$ cat config.mk
export PLATFORM = sky130hd
export DESIGN_NAME = phase_seq
export DESIGN_NICKNAME = d
export VERILOG_FILES = /design/src/rtl/phase_seq_pkg.sv /design/src/rtl/phase_seq_ctrl.sv /design/src/rtl/phase_seq_data.sv /design/src/rtl/phase_seq.sv
export SDC_FILE = /design/constraint.sdc
export NUM_CORES = 1
export LEC_CHECK = 0
export BUFFER_PORTS_ARGS = -buffer_cell sky130_fd_sc_hd__buf_2
export CELL_PAD_IN_SITES_DETAIL_PLACEMENT = 0
export CELL_PAD_IN_SITES_GLOBAL_PLACEMENT = 2
export CORE_MARGIN = 5
export CORE_UTILIZATION = 33
export CTS_BUF_LIST = sky130_fd_sc_hd__clkbuf_16
export DETAILED_ROUTE_END_ITERATION = 10
export GPL_TIMING_DRIVEN = 1
export PLACE_DENSITY = 0.85
export SYNTH_ARGS = -nofsm -noshare
export SYNTH_HDL_FRONTEND = slang
export SYNTH_SLANG_ARGS = --single-unit
$ cat constraint.sdc
create_clock -name clk -period 1.35 [get_ports clk]
set_input_delay 0 -clock clk [delete_from_list [all_inputs] [get_ports clk]]
set_output_delay 0 -clock clk [all_outputs]
set_load 0.02 [all_outputs]
$ cat src/rtl/phase_seq_pkg.sv
package phase_seq_pkg;

  typedef enum logic [1:0] {
    PH_CTRL  = 2'b00,
    PH_TRANS = 2'b01,
    PH_VIDEO = 2'b10
  } phase_e;

  // load strobes from the control side to the datapath, valid for the
  // cycle currently at the end of the lookahead delay
  typedef struct packed {
    logic ctlTake;
    logic rgbTake;
  } take_s;

endpackage

$ cat src/rtl/phase_seq_ctrl.sv
module phase_seq_ctrl
  import phase_seq_pkg::*;
#(
  parameter int GUARD = 2
) (
  input  logic       clk,
  input  logic       rst,
  input  logic       deIn,
  output take_s      take,
  output logic [1:0] phase,
  output logic       ctlSample,
  output logic       videoSample
);

  localparam int HIST = 2 * GUARD;

  // enable history: deHist[0] is the newest registered value
  logic [HIST-1:0] deHist;
  // window: win[0] live input, win[GUARD] the cycle being classified
  logic [HIST:0]   win;
  logic            aheadHit;
  logic            behindHit;
  logic            nowDe;
  phase_e          curPhase;
  phase_e          phaseQ;

  always_ff @(posedge clk) begin
    if (rst) begin
      deHist <= '0;
    end else begin
      deHist <= {deHist[HIST-2:0], deIn};
    end
  end

  assign win       = {deHist, deIn};
  assign nowDe     = win[GUARD];
  assign aheadHit  = |win[GUARD-1:0];
  assign behindHit = |win[HIST:GUARD+1];

  always_comb begin
    if (nowDe) begin
      curPhase = PH_VIDEO;
    end else if (aheadHit || behindHit) begin
      curPhase = PH_TRANS;
    end else begin
      curPhase = PH_CTRL;
    end
  end

  assign take.ctlTake = (curPhase == PH_CTRL);
  assign take.rgbTake = (curPhase == PH_VIDEO);

  always_ff @(posedge clk) begin
    if (rst) begin
      phaseQ      <= PH_CTRL;
      ctlSample   <= 1'b0;
      videoSample <= 1'b0;
    end else begin
      phaseQ      <= curPhase;
      ctlSample   <= take.ctlTake;
      videoSample <= take.rgbTake;
    end
  end

  assign phase = phaseQ;

endmodule

$ cat src/rtl/phase_seq_data.sv
module phase_seq_data
  import phase_seq_pkg::*;
#(
  parameter int CTL_W = 3,
  parameter int RGB_W = 24,
  parameter int GUARD = 2
) (
  input  logic             clk,
  input  logic             rst,
  input  logic [CTL_W-1:0] ctlIn,
  input  logic [RGB_W-1:0] rgbIn,
  input  take_s            take,
  output logic [CTL_W-1:0] ctlOut,
  output logic [RGB_W-1:0] rgbOut
);

  localparam int LAST = GUARD - 1;

  logic [CTL_W-1:0] ctlPipe [GUARD];
  logic [RGB_W-1:0] rgbPipe [GUARD];

  // delay matching the enable history, one stage per guard cycle
  for (genvar s = 0; s < GUARD; s++) begin : g_stage
    if (s == 0) begin : g_head
      always_ff @(posedge clk) begin
        if (rst) begin
          ctlPipe[s] <= '0;
          rgbPipe[s] <= '0;
        end else begin
          ctlPipe[s] <= ctlIn;
          rgbPipe[s] <= rgbIn;
        end
      end
    end else begin : g_tail
      always_ff @(posedge clk) begin
        if (rst) begin
          ctlPipe[s] <= '0;
          rgbPipe[s] <= '0;
        end else begin
          ctlPipe[s] <= ctlPipe[s-1];
          rgbPipe[s] <= rgbPipe[s-1];
        end
      end
    end
  end

  always_ff @(posedge clk) begin
    if (rst) begin
      ctlOut <= '0;
      rgbOut <= '0;
    end else begin
      if (take.ctlTake) ctlOut <= ctlPipe[LAST];
      if (take.rgbTake) rgbOut <= rgbPipe[LAST];
    end
  end

endmodule

$ cat src/rtl/phase_seq.sv
module phase_seq
  import phase_seq_pkg::*;
#(
  parameter int CTL_W = 3,
  parameter int RGB_W = 24,
  parameter int GUARD = 2
) (
  input  logic             clk,
  input  logic             rst,
  input  logic             deIn,
  input  logic [CTL_W-1:0] ctlIn,
  input  logic [RGB_W-1:0] rgbIn,
  output logic [1:0]       phase,
  output logic             ctlSample,
  output logic             videoSample,
  output logic [CTL_W-1:0] ctlOut,
  output logic [RGB_W-1:0] rgbOut
);

  take_s take;

  phase_seq_ctrl #(.GUARD(GUARD)) u_ctrl (
    .clk        (clk),
    .rst        (rst),
    .deIn       (deIn),
    .take       (take),
    .phase      (phase),
    .ctlSample  (ctlSample),
    .videoSample(videoSample)
  );

  phase_seq_data #(.CTL_W(CTL_W), .RGB_W(RGB_W), .GUARD(GUARD)) u_data (
    .clk   (clk),
    .rst   (rst),
    .ctlIn (ctlIn),
    .rgbIn (rgbIn),
    .take  (take),
    .ctlOut(ctlOut),
    .rgbOut(rgbOut)
  );

endmodule

==> impl_metrics.json <==
{
  "seq_area_frac_synth": 0.6759,
  "cts_tree": "built",
  "cap_violations": 0,
  "holdPathStages": 3,
  "crit_type": "in -> reg",
  "core_area_sq_um": 7727,
  "clock_latency_ns": 0.33,
  "drt_first_pass_iters": 4,
  "fmax_mhz": 805.8,
  "start_kind": "primary input",
  "critPathMaxFanout": 4,
  "place_hpwl_mm": 2.566,
  "grtUsageTotal": 0.09767,
  "synthesis.area_sq_um": 2606,
  "finalClockSkew_ns": 0.01094,
  "yosysTopAreaCellShare": 0.6759,
  "wl_mm": 4.376,
  "rsz0062_at_grt": "no",
  "row_count": 32,
  "p_leak_nw": 1.535,
  "drc_errors": 0,
  "grt_first_pass_wirelength_mm": 7.576,
  "clock-root-buffer": "clkbuf_16",
  "hold_class": "in -> reg",
  "synthDistinctLibCells": 13,
  "cts_resized": 0,
  "pwr-share-comb": 0.054,
  "p_per_area_nw_per_um2": 1526,
  "fin_util": 0.4663,
  "netlist_top_cells_area": "dfxtp_1 68%, nor2b_1 14%, mux2i_1 9.2%",
  "gp_congestion": 0.6158,
  "via_per_inst": 4.034,
  "cp.arrival_ns": 1.43,
  "irDropWorstVdd_mv": 0.5407,
  "area_delta_synth_final_pct": 38.26,
  "first_global_vias": 1689,
  "clockPowerShare": 0.452,
  "fin_cells": 415,
  "num_io_pins": 61,
  "min_period_over_period": 0.9192,
  "start_util": 0.3373,
  "antenna_found_initial": 0,
  "ys_ff_latch": 88,
  "num_antenna_cells": 0,
  "worstMarginPinSlew_ns": 0.3527,
  "netSwitchingFraction": 0.1913,
  "total_power_mw": 5.499,
  "overflow": 0,
  "synth.most_common_cell": "dfxtp_1",
  "ys.flop_type": "dfxtp_1",
  "yosys_warnings": 0,
  "cts_num_sinks": 88,
  "synth_top_area_cell": "dfxtp_1",
  "status": "complete, no violations",
  "regToRegSetupSlack_ns": 0.13,
  "dp.cells": 374,
  "nNetsFinal": 341,
  "cts_made_buffers": 9,
  "fin_crit_ns": 1.241,
  "die_w_um": 98.87,
  "hold_violations": 0,
  "syn-instance-count": 222,
  "drtIter0Drc": 50,
  "setup-tns-final_ns": 0,
  "drv_slew": 0,
  "cp.required_ns": 1.54,
  "worst-r2r-cell-count": 3,
  "vias": 1674,
  "h-tree-depth": 3,
  "grt_max_degree": 89,
  "die_area_sq_um": 9775,
  "hold_end": "u_data.rgbOut[17]",
  "cp-end-kind": "flop",
  "max_slew_margin": 0.7649,
  "synth_area_per_cell_sq_um": 11.74,
  "antenna_left": 0,
  "p_switching_mw": 1.052,
  "cts.reportedPaths.clkPinSlew_ns": 0.06,
  "setup_violations": 0,
  "r2r_start": "u_ctrl.deHist[0]",
  "r2r-end": "u_data.ctlOut[0]",
  "async_flop_share": 0,
  "min_from": "rst",
  "clockBufferDepth": 2,
  "die_h_um": 98.87,
  "drive_gt1_frac": 0.2524,
  "p_int_mw": 4.447,
  "synth_enable_flop_cells": 0,
  "synthTopCellsByCount": "88 x dfxtp_1, 59 x nor2b_1, 24 x mux2i_1, 24 x nor2_1, 7 x buf_2",
  "wl_per_cell_um": 10.54,
  "syn_nets": 252,
  "port-buffer-count": 60,
  "pwr-share-seq": 0.494
}
## layer usage
metal	part of all wire	vias up	track usage
met5	0	-	0
met4	0.012	0	0.04412
met3	0.063	6	0.04388
met2	0.48	38	0.1581
met1	0.45	752	0.1104
li1	-	878	-
## cells in the final DEF (no fill, tap or decap), drive strengths merged
cell type    count
nor2            24
clkinvlp         1
clkbuf           9
nor3             2
dlygate4sd3     28
o21ai            3
nor2b           59
a21oi            3
nor4             1
or4              1
nand3b           3
dfxtp           88
buf             64
mux2i           24
bufinv           2
clkinv           1
## logic make-up after synthesis
| kind of cell | Yosys count | share of synthesized area |
|---|---|---|
| flops | 88 | 0.6759 |
| mux | 24 | 0.09217 |
| simple gates | 90 | 0.1954 |
| compound gates | 6 | 0.01152 |
| buf+inv | 14 | 0.02496 |
## worst max-delay path by stage
stage                startpoint  slack (ns)                to
2_1_floorplan  u_ctrl.deHist[0]        0.20  u_data.ctlOut[0]
3_3_place_gp   u_ctrl.deHist[0]        0.17  u_data.ctlOut[1]
3_5_place_dp   u_ctrl.deHist[0]        0.14  u_data.ctlOut[0]
4_1_cts                    deIn        0.12  u_data.ctlOut[0]
5_1_grt                    deIn        0.08  u_data.ctlOut[0]
6_report                   deIn        0.11  u_data.ctlOut[0]
## through the flow
step	area, sq um	worst slack [ns]	hold WS [ns]
after floorplan	2606	0.1986	0.1282
after global placement	3025	0.1666	0.2084
after CTS	3603	0.1157	0.1703
final	3603	0.1090	0.1583
after global routing	3603	0.08127	0.1800
after detailed placement	3025	0.1351	0.2126
## final cells by class
type | instances | area (sq um)
clock inverters | 4 | 72.57
well taps | 102 | 127.6
fillers | 721 | 4124
clock buffers | 9 | 225.2
repair buffers | 92 | 635.6
flip-flops and latches | 88 | 1763
multi-input cells | 120 | 779.5
## flip-flops by register name (all words and copies together) (netlist names)
signal	count
u_data.rgbPipe	48
u_data.rgbOut	24
u_data.ctlPipe	6
u_ctrl.deHist	4
u_data.ctlOut	3
u_ctrl.ctlSample	1
u_ctrl.phase	1
u_ctrl.videoSample	1
## critical path, stage by stage
cell and delay (ns):
dlygate4sd3_1 0.54, buf_2 0.14, or4_4 0.54, o21ai_1 0.14, a21oi_1 0.08
## power groups by stage
stage / clock network, mW / registers, mW / logic [mW]
after floorplan: 0 / 2.79 / 0.135
after global placement: 0 / 2.77 / 0.238
after detailed placement: 0 / 2.77 / 0.240
after CTS: 2.56 / 2.72 / 0.303
after global routing: 2.68 / 2.73 / 0.331
final: 2.48 / 2.72 / 0.299
## repair_timing
item | CTS | global route
hold buffers | 28 | 0
endpoints found under the hold margin | 29 | 0
setup buffers | 0 | 0
No activity file was read; power rests on OpenSTA's default activity.
